$ cat src/rtl/wlc_pkg.sv
package wlc_pkg;
    typedef enum logic [2:0] {
        CLS_ALL_HIT     = 3'd0,
        CLS_MOSTLY_HIT  = 3'd1,
        CLS_BALANCED    = 3'd2,
        CLS_MOSTLY_MISS = 3'd3,
        CLS_ALL_MISS    = 3'd4
    } loc_class_e;
endpackage

$ cat src/rtl/wlc_interval_timer.sv
module wlc_interval_timer #(
    parameter int INTERVAL = 4096
) (
    input  logic clk,
    input  logic rst_n,
    output logic epoch_end_o
);
    localparam int TW = (INTERVAL > 2) ? $clog2(INTERVAL) : 1;
    localparam logic [TW-1:0] LAST = TW'(INTERVAL - 1);

    typedef struct packed {
        logic [TW-1:0] cnt;
    } tmr_t;

    tmr_t st_d, st_q;

    always_comb begin
        st_d = st_q;
        epoch_end_o = (st_q.cnt == LAST);
        if (epoch_end_o) st_d.cnt = '0;
        else             st_d.cnt = st_q.cnt + 1'b1;
    end

    always_ff @(posedge clk) begin
        if (!rst_n) st_q <= '0;
        else        st_q <= st_d;
    end

    AST_TIMER_RANGE: assert property (@(posedge clk) disable iff (!rst_n)
        st_q.cnt <= LAST);
    AST_TIMER_WRAP: assert property (@(posedge clk) disable iff (!rst_n)
        epoch_end_o |=> (st_q.cnt == '0));
endmodule

$ cat src/rtl/wlc_counter_bank.sv
module wlc_counter_bank #(
    parameter int NUM_WARPS = 32,
    parameter int CNT_W     = 8,
    localparam int WID_W    = (NUM_WARPS > 1) ? $clog2(NUM_WARPS) : 1
) (
    input  logic             clk,
    input  logic             rst_n,
    input  logic             clear_i,
    input  logic             ev_valid_i,
    input  logic [WID_W-1:0] ev_warp_i,
    input  logic             ev_hit_i,
    input  logic [WID_W-1:0] rd_warp_i,
    output logic [CNT_W-1:0] rd_hits_o,
    output logic [CNT_W-1:0] rd_acc_o
);
    localparam logic [CNT_W-1:0] ACC_MAX = '1;

    typedef struct packed {
        logic [NUM_WARPS-1:0][CNT_W-1:0] hits;
        logic [NUM_WARPS-1:0][CNT_W-1:0] acc;
    } bank_t;

    bank_t st_d, st_q;

    always_comb begin
        st_d = st_q;
        if (clear_i) begin
            st_d.hits = '0;
            st_d.acc  = '0;
        end
        if (ev_valid_i && (st_d.acc[ev_warp_i] != ACC_MAX)) begin
            st_d.acc[ev_warp_i] = st_d.acc[ev_warp_i] + 1'b1;
            if (ev_hit_i) st_d.hits[ev_warp_i] = st_d.hits[ev_warp_i] + 1'b1;
        end
    end

    always_ff @(posedge clk) begin
        if (!rst_n) st_q <= '0;
        else        st_q <= st_d;
    end

    assign rd_hits_o = st_q.hits[rd_warp_i];
    assign rd_acc_o  = st_q.acc[rd_warp_i];

    for (genvar gi = 0; gi < NUM_WARPS; gi++) begin : g_chk
        AST_HITS_LE_ACC: assert property (@(posedge clk) disable iff (!rst_n)
            st_q.hits[gi] <= st_q.acc[gi]);
        AST_SAT_HOLD: assert property (@(posedge clk) disable iff (!rst_n)
            (st_q.acc[gi] == ACC_MAX && !clear_i) |=> (st_q.acc[gi] == ACC_MAX));
        AST_CLEAR_ALL: assert property (@(posedge clk) disable iff (!rst_n)
            clear_i |=> (st_q.acc[gi] <= CNT_W'(1)));
        AST_IDLE_STABLE: assert property (@(posedge clk) disable iff (!rst_n)
            (!ev_valid_i && !clear_i) |=> $stable(st_q.acc[gi]));
    end
endmodule

$ cat src/rtl/wlc_class_decider.sv
module wlc_class_decider
    import wlc_pkg::*;
#(
    parameter int CNT_W      = 8,
    parameter int MIN_ACC    = 8,
    parameter int RATIO_DEN  = 8,
    parameter int HIT_HI_NUM = 6,
    parameter int HIT_LO_NUM = 2
) (
    input  logic [CNT_W-1:0] hits_i,
    input  logic [CNT_W-1:0] acc_i,
    output loc_class_e       class_o
);
    localparam int PROD_W = CNT_W + $clog2(RATIO_DEN + 1);
    localparam logic [PROD_W-1:0] DEN_P = PROD_W'(RATIO_DEN);
    localparam logic [PROD_W-1:0] HI_P  = PROD_W'(HIT_HI_NUM);
    localparam logic [PROD_W-1:0] LO_P  = PROD_W'(HIT_LO_NUM);
    localparam logic [CNT_W-1:0]  MIN_V = CNT_W'(MIN_ACC);

    logic [PROD_W-1:0] hit_scaled;
    logic [PROD_W-1:0] hi_bound;
    logic [PROD_W-1:0] lo_bound;

    always_comb begin
        hit_scaled = PROD_W'(hits_i) * DEN_P;
        hi_bound   = PROD_W'(acc_i) * HI_P;
        lo_bound   = PROD_W'(acc_i) * LO_P;
        class_o    = CLS_BALANCED;
        if (acc_i >= MIN_V) begin
            if (hits_i == acc_i)            class_o = CLS_ALL_HIT;
            else if (hits_i == '0)          class_o = CLS_ALL_MISS;
            else if (hit_scaled >= hi_bound) class_o = CLS_MOSTLY_HIT;
            else if (hit_scaled <= lo_bound) class_o = CLS_MOSTLY_MISS;
        end
    end
endmodule

$ cat src/rtl/warp_locality_classifier.sv
module warp_locality_classifier
    import wlc_pkg::*;
#(
    parameter int NUM_WARPS  = 32,
    parameter int CNT_W      = 8,
    parameter int MIN_ACC    = 8,
    parameter int INTERVAL   = 4096,
    parameter int RATIO_DEN  = 8,
    parameter int HIT_HI_NUM = 6,
    parameter int HIT_LO_NUM = 2,
    localparam int WID_W     = (NUM_WARPS > 1) ? $clog2(NUM_WARPS) : 1
) (
    input  logic             clk,
    input  logic             rst_n,
    input  logic             ev_valid_i,
    input  logic [WID_W-1:0] ev_warp_i,
    input  logic             ev_hit_i,
    input  logic [WID_W-1:0] lk_warp_i,
    output logic [2:0]       lk_class_o
);
    logic             epoch_end;
    logic [CNT_W-1:0] rd_hits;
    logic [CNT_W-1:0] rd_acc;
    loc_class_e       cls;

    wlc_interval_timer #(.INTERVAL(INTERVAL)) u_timer (
        .clk         (clk),
        .rst_n       (rst_n),
        .epoch_end_o (epoch_end)
    );

    wlc_counter_bank #(.NUM_WARPS(NUM_WARPS), .CNT_W(CNT_W)) u_bank (
        .clk        (clk),
        .rst_n      (rst_n),
        .clear_i    (epoch_end),
        .ev_valid_i (ev_valid_i),
        .ev_warp_i  (ev_warp_i),
        .ev_hit_i   (ev_hit_i),
        .rd_warp_i  (lk_warp_i),
        .rd_hits_o  (rd_hits),
        .rd_acc_o   (rd_acc)
    );

    wlc_class_decider #(
        .CNT_W      (CNT_W),
        .MIN_ACC    (MIN_ACC),
        .RATIO_DEN  (RATIO_DEN),
        .HIT_HI_NUM (HIT_HI_NUM),
        .HIT_LO_NUM (HIT_LO_NUM)
    ) u_decide (
        .hits_i  (rd_hits),
        .acc_i   (rd_acc),
        .class_o (cls)
    );

    assign lk_class_o = cls;

    AST_CLASS_LEGAL: assert property (@(posedge clk) disable iff (!rst_n)
        lk_class_o <= 3'd4);
    AST_FEW_ACC_BAL: assert property (@(posedge clk) disable iff (!rst_n)
        (rd_acc < CNT_W'(MIN_ACC)) |-> (lk_class_o == 3'd2));
    AST_ALL_HIT_OK: assert property (@(posedge clk) disable iff (!rst_n)
        (lk_class_o == 3'd0) |-> (rd_hits == rd_acc));
    AST_ALL_MISS_OK: assert property (@(posedge clk) disable iff (!rst_n)
        (lk_class_o == 3'd4) |-> (rd_hits == '0));
endmodule

$ cat config.mk
export PLATFORM = sky130hd
export DESIGN_NAME = warp_locality_classifier
export DESIGN_NICKNAME = d
export VERILOG_FILES = /design/src/rtl/wlc_pkg.sv /design/src/rtl/wlc_interval_timer.sv /design/src/rtl/wlc_counter_bank.sv /design/src/rtl/wlc_class_decider.sv /design/src/rtl/warp_locality_classifier.sv
export SDC_FILE = /design/constraint.sdc
export NUM_CORES = 2
export LEC_CHECK = 0
export BUFFER_PORTS_ARGS = -buffer_cell sky130_fd_sc_hd__clkbuf_2
export CORE_MARGIN = 2
export CORE_UTILIZATION = 50
export DETAILED_ROUTE_END_ITERATION = 7
export GPL_TIMING_DRIVEN = 0
export PLACE_DENSITY = 0.62
export SYNTH_ARGS = -nofsm -noshare
export SYNTH_HDL_FRONTEND = slang
export SYNTH_SLANG_ARGS = --single-unit
$ cat constraint.sdc
create_clock -name clk -period 13 [get_ports clk]
set_clock_uncertainty 0.05 [all_clocks]
set_input_delay 1.3 -clock clk [delete_from_list [all_inputs] [get_ports clk]]
set_output_delay 1.3 -clock clk [all_outputs]
set_load 0.05 [all_outputs]
==> flow_summary.toml <==
[run_status]
outcome = "complete, but fails checks"
violations = "design-rule violations, max-capacitance violations, max-slew violations"

[finish]
num-nets-final = 3253
fill_cells = 5362
final_util = 0.5552
finalInstanceArea_um2 = 33510
stdcell_count = 4039
drive_gt1_frac = 0.1462
area_delta_synth_final_pct = 9.627

[yosys]
synth_top_flop_cell = "dfxtp_1"
async_flop_share = 0
yosysSeqAreaShare = 0.3432
synth_edf_count = 0
ys_seq_elements = 524
synthesis.nets = 3178
syn_avg_cell_area_um2 = 9.754
netlist_area_um2 = 30570
yosysWarnings = 0
synth.top_cell.area_share = 0.3432
synthTopCellsByArea = "dfxtp_1 34%, mux4_2 14%, mux2i_1 14%"
ys_types = 79
synth_top_cell_by_area = "dfxtp_1"
synthCells = 3134

[power_and_ir_drop]
total_power_mw = 3.734
peakVddDrop_mv = 0.1092
p_leak_nw = 12.23
powerDensity_nw_per_um2 = 111.4

[route]
drtIter0Drc = 6151
vias = 30940
vias_per_cell = 7.661
ant_nets = 0
wl_um = 164400
drcViolationCount = 55
drt-pass1-iter-count = 8
wl_per_cell_um = 40.70

[sta]
timing.fmax_mhz = 99.83
setup_viol = 0
rsz0062_at_grt = "no"
slew_viol_final = 43
period_share = 0.7705
tns_ns = 0
slew_headroom = -0.1213
tightestPinTransition_ns = 1.682
finalHoldViolCount = 0
period_needed_ns = 10.02

[floorplan]
die_w_um = 251.3
placementRows = 90
dieArea_um2 = 63130
start_util = 0.5064
core-area_um2 = 60360
ios = 17
fp.dieH_um = 251.3

[cts]
cts_hold_buf = 0
max-clock-path-buffers = 3
cts_buffers = 59
cts-root-buf = "clkbuf_16"
worstSkewPairLatency_ns = 0.65
cts_resized = 0
clock_sinks = 524
cts_tree = "yes"
post_cts_buffers = 0
h-tree-depth = 2
clk_pin_slew_worst_paths_ns = 0.06

[worst_setup_path]
endpoint_kind = "output port"
required_ns = 11.65
crit_type = "in -> out"
crit_fanout = 10
start_kind = "input port"
critical_path_arrival_ns = 8.67

[global_route]
track_usage = 0.5084
grt_max_degree = 15
grt_pass1_wl_um = 223100
first_global_vias = 28510
grt-ovfl-total = 0
antenna_found_initial = 13

[placement]
place_area_um2 = 31630
gp_congestion = 1.128
port_buffers = 12
dp.cells = 3929
dp_hpwl_um = 120600

[flow_run]
drv_cap = 5

[min_path]
hold_path_class = "reg -> reg"
[flip-flops by register name, indices dropped and copies added (netlist names)]
name and flops:
u_bank.st_q 512, u_timer.st_q 12
[synthesized netlist by cell type, drive strengths merged (7+ instances only)]
library cell,n
clkbuf,195
or4,19
and3,21
nor2b,15
nor2,116
o311ai,17
inv,16
o211ai,198
mux4,191
mux2,28
xnor2,14
a31oi,14
a22oi,39
dfxtp,524
and2,9
a21boi,207
o21ai,25
xor2,18
nand2b,24
nand3,225
ha,29
o22ai,32
a32oi,8
a221oi,7
or2,18
nand4,18
a21oi,28
buf,139
nor4,8
nand2,382
nor3,27
mux2i,421
[stage by stage]
| stage | worst slack [ns] | hold slack, ns |
|---|---|---|
| after floorplan | 5.031 | 0.3676 |
| after global placement | 3.599 | 0.3789 |
| after detailed placement | 3.550 | 0.3948 |
| after CTS | 3.540 | 0.4034 |
| after global routing | 3.031 | 0.4241 |
| final | 2.983 | 0.4035 |
[final timing paths]
check | start | endpoint | slack [ns] | cells after the start
hold reg to reg | u_timer.st_q[0]$_SDFF_PP0_ | u_timer.st_q[0]$_SDFF_PP0_ | 0.40 | 1
hold / removal | u_timer.st_q[0]$_SDFF_PP0_ | u_timer.st_q[0]$_SDFF_PP0_ | 0.40 | 1
setup / recovery | lk_warp_i[1] | lk_class_o[1] | 2.98 | 24
setup reg to reg | u_timer.st_q[0]$_SDFF_PP0_ | u_bank.st_q[460]$_SDFF_PN0_ | 5.55 | 15
[worst max-delay path, cell delays in order]
cell	delay (ns)
buf_2	0.36
buf_2	0.62
clkbuf_1	0.81
buf_2	0.67
nor2_1	0.47
a22oi_1	0.89
nand2_1	0.16
o22ai_1	0.31
nor2_1	0.22
nor2_1	0.18
inv_1	0.08
fa_1	0.46
xnor2_1	0.24
ha_1	0.29
a21o_1	0.16
a21o_1	0.17
a21o_1	0.17
a21oi_1	0.13
nor2b_1	0.06
o211ai_1	0.17
nand3_1	0.10
nand2b_1	0.15
o21ai_0	0.16
clkbuf_2	0.31
[metal layers]
metal | share of wire | global-route usage | up-vias
met5 | 0.0018 | 0.02625 | -
met4 | 0.079 | 0.3095 | 16
met3 | 0.19 | 0.2979 | 775
met2 | 0.37 | 0.6515 | 2990
met1 | 0.36 | 0.6424 | 15250
li1 | - | - | 11910
[power breakdown]
part	total (mW)	leakage [nW]	switching [mW]	internal, mW
combinational	0.437	7.11	0.337	0.100
sequential	1.62	4.22	0.00476	1.61
clock	1.68	0.906	0.739	0.942
total	3.73	12.2	1.08	2.65
[layout by cell type, fill, tap and decap left out, types with 19 or more instances in the layout]
master,count
o21ai_0,22
mux2_2,28
a22oi_1,39
mux2i_1,421
o22ai_1,32
clkbuf_16,59
nand2_1,382
and3_1,21
dfxtp_1,524
nor3_1,27
ha_1,29
mux4_2,191
nor2_1,108
nand2b_1,24
a21boi_0,127
clkbuf_1,208
nand3_1,225
or4_1,19
o211ai_1,198
buf_2,109
a21boi_1,80
a21oi_1,28
[cell families (layout without fill, tap and decap cells)]
group,Yosys count,after routing,share of synthesized area
adders and majority gates,30,30,0.01253
and+or+nand+nor,922,922,0.1424
xor gates and xnor gates,32,32,0.009169
other,0,7,0
buffers and inverters,350,466,0.05002
muxes,640,640,0.2889
AOI/OAI and AO/OA,636,636,0.1538
DFF,524,524,0.3432
[cell type report]
cell class / instances / area [µm²] / share of cell area
Clock inverter: 16 / 147.6 / 0.004406
Clock buffer: 86 / 1708 / 0.05097
Antenna cell: 7 / 17.52 / 0.0005227
Tap cell: 782 / 978.4 / 0.02920
Sequential cell: 524 / 10490 / 0.3130
Buffer: 334 / 1471 / 0.04391
Inverter: 16 / 60.06 / 0.001792
Timing Repair Buffer: 14 / 82.58 / 0.002464
Multi-Input combinational cell: 2260 / 18560 / 0.5537
Power figures use the tool's default switching activity.
